**src/rtl/i2c_reg_pkg.sv**
```systemverilog
package i2c_reg_pkg;

  typedef enum logic [2:0] {
    ST_IDLE      = 3'd0,
    ST_ADDR      = 3'd1,
    ST_CMD       = 3'd2,
    ST_WDATA     = 3'd3,
    ST_ACK       = 3'd4,
    ST_RDATA     = 3'd5,
    ST_RDATA_ACK = 3'd6,
    ST_IGNORE    = 3'd7
  } ctrlState_e;

  typedef struct packed {
    logic sclRise;
    logic sclFall;
    logic startEv;
    logic stopEv;
    logic sdaNow;
  } busEvents_t;

  typedef struct packed {
    logic shiftIn;
    logic loadPtr;
    logic wrReg;
    logic incPtr;
    logic loadTx;
    logic shiftTx;
    logic driveAck;
    logic releaseSda;
  } dpStrobes_t;

endpackage

```
**src/rtl/i2c_bus_sampler.sv**
```systemverilog
module i2c_bus_sampler
  import i2c_reg_pkg::*;
#(
  parameter int SYNC_STAGES = 2
) (
  input  logic       clk,
  input  logic       rstN,
  input  logic       sclIn,
  input  logic       sdaIn,
  output busEvents_t ev
);

  logic [SYNC_STAGES-1:0] sclSync, sdaSync;
  logic sclPrev, sdaPrev;
  logic sclNow, sdaNow;

  assign sclNow = sclSync[SYNC_STAGES-1];
  assign sdaNow = sdaSync[SYNC_STAGES-1];

  always_ff @(posedge clk) begin
    if (!rstN) begin
      sclSync <= '1;
      sdaSync <= '1;
      sclPrev <= 1'b1;
      sdaPrev <= 1'b1;
    end else begin
      sclSync <= {sclSync[SYNC_STAGES-2:0], sclIn};
      sdaSync <= {sdaSync[SYNC_STAGES-2:0], sdaIn};
      sclPrev <= sclNow;
      sdaPrev <= sdaNow;
    end
  end

  always_comb begin
    ev.sclRise = sclNow & ~sclPrev;
    ev.sclFall = ~sclNow & sclPrev;
    ev.startEv = sclNow & sclPrev & sdaPrev & ~sdaNow;
    ev.stopEv  = sclNow & sclPrev & ~sdaPrev & sdaNow;
    ev.sdaNow  = sdaNow;
  end

  // bus conditions and SCL edges never coincide
  assert_events_exclusive_R1: assert property (@(posedge clk) disable iff (!rstN)
    $onehot0({ev.sclRise, ev.sclFall, ev.startEv, ev.stopEv}));

endmodule

```
**src/rtl/i2c_slave_datapath.sv**
```systemverilog
module i2c_slave_datapath
  import i2c_reg_pkg::*;
#(
  parameter int DATA_W  = 8,
  parameter int MAX_REG = 116
) (
  input  logic              clk,
  input  logic              rstN,
  input  dpStrobes_t        strb,
  input  logic              sdaNow,
  input  logic [DATA_W-1:0] regRdData,
  output logic [DATA_W-1:0] rxNext,
  output logic              sdaLow,
  output logic [$clog2(MAX_REG+1)-1:0] ptr,
  output logic              regWrEn,
  output logic [$clog2(MAX_REG+1)-1:0] regWrAddr,
  output logic [DATA_W-1:0] regWrData
);

  localparam int PTR_W = $clog2(MAX_REG + 1);
  localparam logic [PTR_W-1:0] PTR_TOP = PTR_W'(MAX_REG);

  logic [DATA_W-1:0] rxShift, txShift;
  logic [PTR_W-1:0]  ptrAdv;

  assign rxNext = {rxShift[DATA_W-2:0], sdaNow};
  assign ptrAdv = (ptr == PTR_TOP) ? '0 : ptr + 1'b1;

  always_ff @(posedge clk) begin
    if (!rstN) begin
      rxShift   <= '0;
      txShift   <= '0;
      ptr       <= '0;
      sdaLow    <= 1'b0;
      regWrEn   <= 1'b0;
      regWrAddr <= '0;
      regWrData <= '0;
    end else begin
      if (strb.shiftIn) rxShift <= rxNext;
      if (strb.loadPtr)     ptr <= rxNext[PTR_W-1:0];
      else if (strb.incPtr) ptr <= ptrAdv;
      regWrEn <= strb.wrReg;
      if (strb.wrReg) begin
        regWrAddr <= ptr;
        regWrData <= rxNext;
      end
      if (strb.loadTx)       txShift <= regRdData;
      else if (strb.shiftTx) txShift <= {txShift[DATA_W-2:0], 1'b0};
      if (strb.releaseSda)    sdaLow <= 1'b0;
      else if (strb.driveAck) sdaLow <= 1'b1;
      else if (strb.loadTx)   sdaLow <= ~regRdData[DATA_W-1];
      else if (strb.shiftTx)  sdaLow <= ~txShift[DATA_W-2];
    end
  end

  // the pointer never leaves the legal code range
  assert_ptr_legal_R3: assert property (@(posedge clk) disable iff (!rstN)
    ptr <= PTR_TOP);

  // advancing from the top code lands on zero
  assert_ptr_wrap_R7: assert property (@(posedge clk) disable iff (!rstN)
    (strb.incPtr && !strb.loadPtr && ptr == PTR_TOP) |=> (ptr == '0));

  // every write targets a legal register
  assert_wr_addr_legal_R5: assert property (@(posedge clk) disable iff (!rstN)
    regWrEn |-> (regWrAddr <= PTR_TOP));

endmodule

```
**src/rtl/i2c_slave_ctrl.sv**
```systemverilog
module i2c_slave_ctrl
  import i2c_reg_pkg::*;
#(
  parameter int         DATA_W     = 8,
  parameter int         MAX_REG    = 116,
  parameter logic [6:0] SLAVE_ADDR = 7'h3A
) (
  input  logic              clk,
  input  logic              rstN,
  input  busEvents_t        ev,
  input  logic [DATA_W-1:0] rxNext,
  input  logic              sdaLowNow,
  input  logic              rebootBusy,
  output dpStrobes_t        strb
);

  localparam int CNT_W = $clog2(DATA_W);
  localparam logic [CNT_W-1:0]  LAST_BIT = CNT_W'(DATA_W - 1);
  localparam logic [DATA_W-1:0] TOP_CODE = DATA_W'(MAX_REG);

  ctrlState_e stateQ, stateD, ackNextQ, ackNextD;
  logic [CNT_W-1:0] bitCntQ, bitCntD;
  logic ackHeldQ, ackHeldD, ackValQ, ackValD;
  logic byteDone, addrHit, cmdLegal;

  assign byteDone = (bitCntQ == LAST_BIT);
  assign addrHit  = (rxNext[DATA_W-1:1] == SLAVE_ADDR);
  assign cmdLegal = (rxNext <= TOP_CODE);

  always_comb begin
    strb     = '0;
    stateD   = stateQ;
    bitCntD  = bitCntQ;
    ackHeldD = ackHeldQ;
    ackValD  = ackValQ;
    ackNextD = ackNextQ;
    if (ev.startEv) begin
      stateD = ST_ADDR;
      bitCntD = '0;
      ackHeldD = 1'b0;
      strb.releaseSda = 1'b1;
    end else if (ev.stopEv) begin
      stateD = ST_IDLE;
      ackHeldD = 1'b0;
      strb.releaseSda = 1'b1;
    end else begin
      case (stateQ)
        ST_ADDR, ST_CMD, ST_WDATA: begin
          if (ev.sclRise) begin
            strb.shiftIn = 1'b1;
            bitCntD = bitCntQ + 1'b1;
            if (byteDone) begin
              stateD = ST_ACK;
              ackHeldD = 1'b0;
              ackValD = 1'b1;
              case (stateQ)
                ST_ADDR: begin
                  if (!addrHit) stateD = ST_IGNORE;
                  else if (rebootBusy) begin
                    ackValD = 1'b0;
                    ackNextD = ST_IGNORE;
                  end else ackNextD = rxNext[0] ? ST_RDATA : ST_CMD;
                end
                ST_CMD: begin
                  if (cmdLegal) begin
                    strb.loadPtr = 1'b1;
                    ackNextD = ST_WDATA;
                  end else begin
                    ackValD = 1'b0;
                    ackNextD = ST_IGNORE;
                  end
                end
                default: begin
                  strb.wrReg = 1'b1;
                  strb.incPtr = 1'b1;
                  ackNextD = ST_WDATA;
                end
              endcase
            end
          end
        end
        ST_ACK: begin
          if (ev.sclFall) begin
            if (!ackHeldQ) begin
              ackHeldD = 1'b1;
              strb.driveAck = ackValQ;
            end else begin
              ackHeldD = 1'b0;
              bitCntD = '0;
              stateD = ackNextQ;
              if (ackNextQ == ST_RDATA) strb.loadTx = 1'b1;
              else strb.releaseSda = 1'b1;
            end
          end
        end
        ST_RDATA: begin
          if (ev.sclFall) strb.shiftTx = 1'b1;
          if (ev.sclRise) begin
            bitCntD = bitCntQ + 1'b1;
            if (byteDone) begin
              strb.incPtr = 1'b1;
              stateD = ST_RDATA_ACK;
              ackHeldD = 1'b0;
            end
          end
        end
        ST_RDATA_ACK: begin
          if (ev.sclRise && ackHeldQ) ackValD = ~ev.sdaNow;
          if (ev.sclFall) begin
            if (!ackHeldQ) begin
              strb.releaseSda = 1'b1;
              ackHeldD = 1'b1;
            end else begin
              ackHeldD = 1'b0;
              bitCntD = '0;
              if (ackValQ) begin
                stateD = ST_RDATA;
                strb.loadTx = 1'b1;
              end else stateD = ST_IGNORE;
            end
          end
        end
        default: ;
      endcase
    end
  end

  always_ff @(posedge clk) begin
    if (!rstN) begin
      stateQ   <= ST_IDLE;
      ackNextQ <= ST_IDLE;
      bitCntQ  <= '0;
      ackHeldQ <= 1'b0;
      ackValQ  <= 1'b0;
    end else begin
      stateQ   <= stateD;
      ackNextQ <= ackNextD;
      bitCntQ  <= bitCntD;
      ackHeldQ <= ackHeldD;
      ackValQ  <= ackValD;
    end
  end

  // SDA is held low throughout a granted acknowledge clock
  assert_ack_low_R2: assert property (@(posedge clk) disable iff (!rstN)
    (stateQ == ST_ACK && ackHeldQ && ackValQ) |-> sdaLowNow);

  // once a transfer is abandoned the line stays released
  assert_ignore_quiet_R10: assert property (@(posedge clk) disable iff (!rstN)
    (stateQ == ST_IGNORE) |-> !sdaLowNow);

endmodule

```
**src/rtl/i2c_regbank_slave.sv**
```systemverilog
module i2c_regbank_slave
  import i2c_reg_pkg::*;
#(
  parameter logic [6:0] SLAVE_ADDR  = 7'h3A,
  parameter int         MAX_REG     = 116,
  parameter int         DATA_W      = 8,
  parameter int         SYNC_STAGES = 2,
  localparam int        PTR_W       = $clog2(MAX_REG + 1)
) (
  input  logic              clk,
  input  logic              rstN,
  input  logic              sclIn,
  input  logic              sdaIn,
  output logic              sdaDriveLow,
  input  logic              rebootBusy,
  output logic [PTR_W-1:0]  regRdAddr,
  input  logic [DATA_W-1:0] regRdData,
  output logic              regWrEn,
  output logic [PTR_W-1:0]  regWrAddr,
  output logic [DATA_W-1:0] regWrData
);

  busEvents_t        ev;
  dpStrobes_t        strb;
  logic [DATA_W-1:0] rxNext;
  logic              sdaLow;
  logic [PTR_W-1:0]  ptr;

  i2c_bus_sampler #(.SYNC_STAGES(SYNC_STAGES)) sampler_i (
    .clk(clk), .rstN(rstN), .sclIn(sclIn), .sdaIn(sdaIn), .ev(ev)
  );

  i2c_slave_ctrl #(.DATA_W(DATA_W), .MAX_REG(MAX_REG), .SLAVE_ADDR(SLAVE_ADDR)) ctrl_i (
    .clk(clk), .rstN(rstN), .ev(ev), .rxNext(rxNext), .sdaLowNow(sdaLow),
    .rebootBusy(rebootBusy), .strb(strb)
  );

  i2c_slave_datapath #(.DATA_W(DATA_W), .MAX_REG(MAX_REG)) dp_i (
    .clk(clk), .rstN(rstN), .strb(strb), .sdaNow(ev.sdaNow), .regRdData(regRdData),
    .rxNext(rxNext), .sdaLow(sdaLow), .ptr(ptr), .regWrEn(regWrEn),
    .regWrAddr(regWrAddr), .regWrData(regWrData)
  );

  assign sdaDriveLow = sdaLow;
  assign regRdAddr   = ptr;

endmodule

```
**config.mk**
```make
export PLATFORM = sky130hd
export DESIGN_NAME = i2c_regbank_slave
export DESIGN_NICKNAME = d
export VERILOG_FILES = /design/src/rtl/i2c_reg_pkg.sv /design/src/rtl/i2c_bus_sampler.sv /design/src/rtl/i2c_slave_datapath.sv /design/src/rtl/i2c_slave_ctrl.sv /design/src/rtl/i2c_regbank_slave.sv
export SDC_FILE = /design/constraint.sdc
export NUM_CORES = 1
export LEC_CHECK = 0
export ABC_AREA = 0
export CAP_MARGIN = 10
export CORE_AREA = 3 3 73 75
export DETAILED_ROUTE_END_ITERATION = 12
export DIE_AREA = 0 0 76 78
export GPL_TIMING_DRIVEN = 0
export PLACE_DENSITY = 0.9
export REMOVE_ABC_BUFFERS = 1
export SYNTH_ARGS = -nofsm -noshare
export SYNTH_HDL_FRONTEND = slang
export SYNTH_SLANG_ARGS = --single-unit
```
**constraint.sdc**
```tcl
create_clock -name clk -period 6.3 [get_ports clk]
set_clock_uncertainty 0.15 [all_clocks]
set_input_delay 0.63 -clock clk [delete_from_list [all_inputs] [get_ports clk]]
set_output_delay 0.63 -clock clk [all_outputs]
set_load 0.005 [all_outputs]
```
==> results of run 1 <==
## power by group
group          internal, W   total, W  switching (W)
clock network    0.0000762   0.000186       0.000110
logic            0.0000112  0.0000237      0.0000126
registers         0.000349   0.000353     0.00000361
## state kept, by name, indices dropped and copies added, names as in the netlist, 3 cells and up
signal and count:
dp_i.regWrData 8, dp_i.ptr 7, dp_i.regWrAddr 7, dp_i.rxShift 7, dp_i.txShift 7, ctrl_i.ackNextQ 3, ctrl_i.bitCntQ 3, ctrl_i.stateQ 3
## critical path, stage by stage
cell and delay [ns]:
clkdlybuf4s50_1 0.77, clkinv_1 0.92, a221oi_1 0.52
## cells in the mapped netlist (all sizes together), types with 4 or more instances
cell type / number
nor2: 40
nand3: 6
nor3b: 4
ha: 4
mux2i: 12
buf: 7
nor3: 8
dfxtp: 55
clkbuf: 7
a22oi: 7
nand2b: 8
nand4b: 4
nand2: 53
o21ai: 12
a21oi: 29
nor2b: 5
a211oi: 6
a221oi: 4
inv: 5
## stage by stage
| step | total power, W | worst slack, ns | instances | utilization, % |
|---|---|---|---|---|
| after floorplan | 0.000371 | 4.28 | 294 | - |
| after global placement | 0.000384 | 3.16 | 397 | 62.0 |
| after detailed placement | 0.000384 | 3.15 | 397 | 62.0 |
| after CTS | 0.000570 | 3.47 | 404 | 63.8 |
| after global routing | 0.000581 | 3.22 | 404 | 63.8 |
| final | 0.000563 | 3.50 | 404 | 63.8 |
## layout make-up
type                       instances  area share, %
clock buffer                       5           2.28
clock inverter                     2          0.457
inverter                           6          0.748
multi-input combinational        233           45.2
sequential                        55           36.5
tap                               67           2.78
timing repair buffer              36           12.0
## path summary, 6_finish.rpt
| check | to | start | cells after the start | slack [ns] |
|---|---|---|---|---|
| worst max register to register | dp_i.regWrData[1] | ctrl_i.stateQ[0] | 4 | 3.97 |
| worst min-delay path | sampler_i.sdaSync[1] | sampler_i.sdaSync[0] | 1 | 0.27 |
| worst min register to register | sampler_i.sdaSync[1] | sampler_i.sdaSync[0] | 1 | 0.27 |
| worst max-delay path | dp_i.ptr[0] | rstN | 3 | 3.50 |
## logic make-up (layout without fill, tap and decap cells)
family	after synthesis	after routing	share of synthesized area, %
simple gates	142	142	27.4
mux	12	12	4.70
buf+inv	20	49	3.62
compound gates	73	73	18.6
flops	55	55	43.1
fa+ha+maj	4	4	1.96
xor+xnor	2	2	0.685
## routing by layer
| metal | up-vias | track usage (%) |
|---|---|---|
| met3 | 10 | 5.92 |
| met5 | - | 0 |
| met4 | 0 | 9.24 |
| met2 | 75 | 32.4 |
| li1 | 1144 | - |
| met1 | 1024 | 24.0 |
==> summary.md, run 1 <==
| Metric | Value |
|---|---|
| Status | complete, no violations |
| Worst-Skew Late Latency | 0.31 ns |
| Mapped cell area | 2560 um^2 |
| Drt initial violations | 198 |
| Min-delay worst type | reg2reg |
| Area Overhead vs Synth | 17.9% |
| Max rail drop VDD | 0.124 mV |
| Final hold violation count | 0 |
| Arrival @ worst endpoint | around 2.9 ns |
| Fin. max-slew vios | 0 |
| Die Y | 78 um |
| Most frequent cells in the layout | 55 x dfxtp_1, 53 x nand2_1, 38 x nor2_1 |
| Dpl hpwl | 3910 um |
| Die Wd | about 76 um |
| Area occupied by multi-input gates | roughly 1400 um^2 |
| CP max FO | 36 |
| CTS tree | yes |
| Largest net degree at the start of global routing | 37 |
| Antenna violations before repair | 0 |
| Area after DPL | between 2000 and 3000 um^2 |
| Root buffer cell | clkbuf_8 |
| Tcrit/Tclk final | roughly 44% |
| Ports | 37 |
| Layout cells sized above 1 | approximately 5.3% |
| Synthesized flop and latch total | 55 |
| DR WL/cell | ~14 um |
| Residual DRC count | 0 |
| Nets | 354 |
| Layout fillers | 393 |
| Synth unique cells | 49 |
| PostCTS Resize Cnt | 0 |
| First-pass DRT Iterations | 5 |
| Number of global-route vias before repair | 2186 |
| Uppermost routed layer | met4 |
| Initial core utilization | 54.1% |
| Total gr overflow | 0 |
| Critical path launch point type | input port |
| WS Path Type | in2reg |
| Storage cell area | 1100 um^2 |
| Sequential area share after synthesis | 43.1% |
| Area contributors post-synth | dfxtp_1 43%, nand2_1 7.8%, a21oi_1 5.7% |
| Std cell rows | 25 |
| Most common cell after layout, fill and taps aside | dfxtp_1 |
| RSZ-0062 raised after global routing | false |
| Core area | between 4000 and 5000 um^2 |
| Max Buffers Root-to-Sink | 2 |
| Crit end category | flip-flop |
| Final WL | between 5000 and 6000 um |
| Inserted Clock Buffers | 5 |
| Routed via count | 2253 |
| Final GP Congestion | around 0.9 |
| Vias per inst | 5.58 |
| Pwr dens | 187 nW/um^2 |
| First-pass GRT wire length | approximately 9600 um |
| Pleak | 1.01 nW |
| Postcts setup bufs | 0 |
| Hold Buf Count CTS | 0 |
| Port Buf Inserts | 36 |
| GRT Total Usage | approximately a fifth |
| Syn Area/Cell | 8.30 um^2 |
| Worst EP required | approximately 6.4 ns |
| Sink Count | 55 |
| Top-area cell type share of the netlist area | 43.1% |
| Post-route setup TNS | 0 ns |
| Fin area | 3010 um^2 |
| Post-DRT Antenna Nets | 0 |
| Met2 wire length | 2610 um |
| Final setup viols | 0 |
| Ant. Diodes | 0 |
| EDFF count, synth | 0 |
| Biggest area consumer among synthesized cells | dfxtp_1 |
| H-tree Lvls | 2 |
| Top_reg_cell synth | dfxtp_1 |
| Synthesized instance count | 308 |
| Slew headroom | approximately 34% |
| Async S/R FF share, synth | 0% |
| M1 wire length | 2540 um |
| Max-capacitance violation count | 0 |
| Fmax | 358 MHz |
| Ys Warns | 0 |
| Die area | around 5900 um^2 |
| Met3 Routed Length | 325 um |
| Final hold slack | ~0.27 ns |
| Worst Tran Pin Value | slightly below 1 ns |
| Reg clk slew, reported paths | about 0.10 ns |
| Min Clock Period, post-route | 2.80 ns |
Note: power is estimated with default switching activity, not from simulation.
==> inputs of run 2 (changes only) <==
--- a/config.mk
+++ b/config.mk
@@ -7,11 +7,11 @@
 export LEC_CHECK = 0
 export ABC_AREA = 0
 export CAP_MARGIN = 10
-export CORE_AREA = 3 3 73 75
+export CORE_AREA = 3 3 77 79
 export DETAILED_ROUTE_END_ITERATION = 12
-export DIE_AREA = 0 0 76 78
+export DIE_AREA = 0 0 80 82
 export GPL_TIMING_DRIVEN = 0
-export PLACE_DENSITY = 0.9
+export PLACE_DENSITY = 0.86
 export REMOVE_ABC_BUFFERS = 1
 export SYNTH_ARGS = -nofsm -noshare
 export SYNTH_HDL_FRONTEND = slang
==> constraint.sdc (replaced) <==
create_clock -name clk -period 2.4 [get_ports clk]
set_clock_uncertainty 0.15 [all_clocks]
set_input_delay 0.24 -clock clk [delete_from_list [all_inputs] [get_ports clk]]
set_output_delay 0.24 -clock clk [all_outputs]
set_load 0.005 [all_outputs]
==> run 2 against run 1 <==
Compared with the run above: sequential share of layout area fell by 0.29 points; core utilization fell by 7.6 points; register-to-register slack got worse by 3.8 ns; non-clock buffer count is the same; setup slack got worse by 3.3 ns; via count rose by 1.8%; sequential power grew to 2.6 times the previous value; first-iteration DRC count is 11% higher; routed wire length is 2.3% higher; count of clock-buffer cells in the layout is the same; hold slack lost 0.0061 ns; clock power grew to 2.8 times the previous value; critical path type is now reg2reg; critical endpoint is now dp_i.ptr[6]; highest routed layer unchanged.
==> summary.md, run 2 (synthesis results as in run 1) <==
| Metric | Value |
|---|---|
| Status | complete, no violations |
| Crit-path cells | ha_1, ha_1, and3b_2, or3b_4, or2_1, o21ai_1, a21oi_1 |
| Number of global-route vias before repair | 2097 (-4.1%) |
| Crit path from | ctrl_i.bitCntQ[0] |
| Uppermost routed layer | met4 |
| Worst EP required | 2.45 ns (-3.90 ns) |
| Die Wd | 80 um (+5.3%) |
| Antenna violations before repair | 0 (unchanged) |
| Ports | 37 (unchanged) |
| DP Cell Count | 402 (+1.3%) |
| Post-DRT Antenna Nets | 0 (unchanged) |
| CP max FO | 7 (-81%) |
| Final hold slack | 0.267 ns (-0.00609 ns) |
| Final hold violation count | 0 (unchanged) |
| Max rail drop VDD | 0.221 mV (+78%) |
| Most flops, register | dp_i.regWrData |
| Max-capacitance violation count | 0 (unchanged) |
| Worst Tran Pin Value | 0.633 ns (-0.351 ns) |
| Slowest stage delay, CP | 0.41 ns (-0.51 ns) |
| RSZ-0062 raised after global routing | false |
| Initial core utilization | 47.3% (-6.8 points) |
| Area Overhead vs Synth | 18.8% |
| H-tree Lvls | 2 (unchanged) |
| Drt initial violations | 219 (+11%) |
| Met2 wire length | 2620 um (+0.11%) |
| Post-route setup TNS | 0 ns (unchanged) |
| Most frequent cells in the layout | 55 x dfxtp_1, 53 x nand2_1, 37 x nor2_1 |
| Core area | 5410 um^2 (+14%) |
| First-pass GRT wire length | 9320 um (-3.0%) |
| Die area | 6560 um^2 (+11%) |
| Port Buf Inserts | 36 (unchanged) |
| Tcrit/Tclk final | 91.0% |
| Largest net degree at the start of global routing | 37 (unchanged) |
| Min-Delay Startpoint | sampler_i.sclSync[0] |
| Min-delay worst type | reg2reg |
| Die Y | 82 um (+5.1%) |
| Sink Count | 55 (unchanged) |
| Met3 Routed Length | 327 um (+0.62%) |
| Sequential share of power | 61.5% (-1.2 points) |
| Layout cells sized above 1 | 6.51% (+1.2 points) |
| Dpl hpwl | 3990 um (+2.0%) |
| Final WL | 5700 um (+2.3%) |
| Most common cell after layout, fill and taps aside | dfxtp_1 |
| Crit end category | flip-flop |
| First-pass DRT Iterations | 5 (unchanged) |
| M1 wire length | 2630 um (+3.5%) |
| Root buffer cell | clkbuf_8 |
| Launching point of the worst reg2reg path | ctrl_i.bitCntQ[0] |
| GRT Total Usage | 17.8% (-2.0 points) |
| Psw | 0.000352 W (+180%) |
| DR WL/cell | 13.9 um (+0.82%) |
| Final setup viols | 0 (unchanged) |
| Final GP Congestion | 0.838 (-7.2%) |
| WS Path Type | reg2reg |
| Inserted Clock Buffers | 5 (unchanged) |
| Fin. max-slew vios | 0 (unchanged) |
| Nets | 354 (unchanged) |
| Arrival @ worst endpoint | 2.24 ns (-0.61 ns) |
| Postcts setup bufs | 0 (unchanged) |
| Switching Fraction | 23.3% (+0.93 points) |
| Pwr dens | 496 nW/um^2 (+170%) |
| Layout fillers | 509 (+30%) |
| Fmax | 458 MHz |
| Std cell rows | 27 (+8.0%) |
| CTS tree | yes |
| Pleak | 1.01 nW (+0.25%) |
| Internal | 0.00116 W (+160%) |
| Critical path launch point type | flip-flop |
| Area after DPL | 2940 um^2 (+0.21%) |
| Total gr overflow | 0 (unchanged) |
| Routed via count | 2294 (+1.8%) |
| Min Clock Period, post-route | 2.18 ns |
| Logic pwr share | 4.2% (about the same) |
| CP max stage cell | or3b_4 |
| Slew headroom | 57.4% (+23 points) |
| CP dominant cell by count | ha_1 |
| Layout Cells excl Fill | 410 (+1.5%) |
| Max Buffers Root-to-Sink | 2 (unchanged) |
| Reg clk slew, reported paths | 0.09 ns (about the same) |
| Worst-Skew Late Latency | 0.31 ns (about the same) |
| Clk network pwr share | 34.3% (+1.2 points) |
| Max reg flops | 8 (unchanged) |
| Ant. Diodes | 0 (unchanged) |
| Vias per inst | 5.60 (+0.33%) |
| Residual DRC count | 0 (unchanged) |
| Fin area | 3040 um^2 (+0.79%) |
run 2: routing by layer:
metal,up-vias,global-route usage (%)
met3,14,3.84
met2,73,29.2
met1,1065,22.4
met4,0,8.11
li1,1142,-
met5,-,0
run 2: what timing repair did:
item,4_1_cts,5_1_grt
hold buffers,0,0
endpoints found under the setup margin,1,17
pin swaps,0,0
gates resized for setup,1,2
run 2: path summary, 6_finish.rpt:
check / end / slack (ns) / depth (start not counted)
setup reg to reg: dp_i.ptr[6] / 0.22 / 7
hold reg to reg: sampler_i.sclSync[1] / 0.27 / 1
hold / removal: sampler_i.sclSync[1] / 0.27 / 1
setup / recovery: dp_i.ptr[6] / 0.22 / 7
run 2: final cells by class:
type / instances / area [um^2] / area share, %
clock buffers: 5 / 68.8 / 2.27
clock inverters: 3 / 25.0 / 0.824
inverters: 6 / 23.8 / 0.783
multi-input cells: 233 / 1370 / 45.0
flip-flops and latches: 55 / 1100 / 36.3
well taps: 72 / 90.1 / 2.97
repair buffers: 36 / 360 / 11.9
run 2: through the flow:
| step | utilization, % | setup WS, ns | total power (W) |
|---|---|---|---|
| after floorplan | - | 0.383 | 0.000975 |
| after global placement | 54.3 | -0.387 | 0.00101 |
| after detailed placement | 54.3 | -0.376 | 0.00101 |
| after CTS | 56.1 | 0.112 | 0.00152 |
| after global routing | 56.2 | 0.0264 | 0.00156 |
| final | 56.2 | 0.216 | 0.00151 |
run 2: power groups by stage:
| stage | Clock [W] | Sequential (W) | Combinational [W] |
|---|---|---|---|
| after detailed placement | 0 | 0.000948 | 0.0000618 |
| after CTS | 0.000531 | 0.000927 | 0.0000627 |
| after global placement | 0 | 0.000947 | 0.0000612 |
| final | 0.000518 | 0.000927 | 0.0000630 |
| after floorplan | 0 | 0.000945 | 0.0000299 |
| after global routing | 0.000564 | 0.000929 | 0.0000692 |
run 2: worst max-delay path, delay by kind of cell, from the launching register on:
kind	cells	cell delay, ns
and+or+nand+nor	3	1.00
AOI/OAI and AO/OA	2	0.25
adders and majority gates	2	0.32
DFF	1	0.36
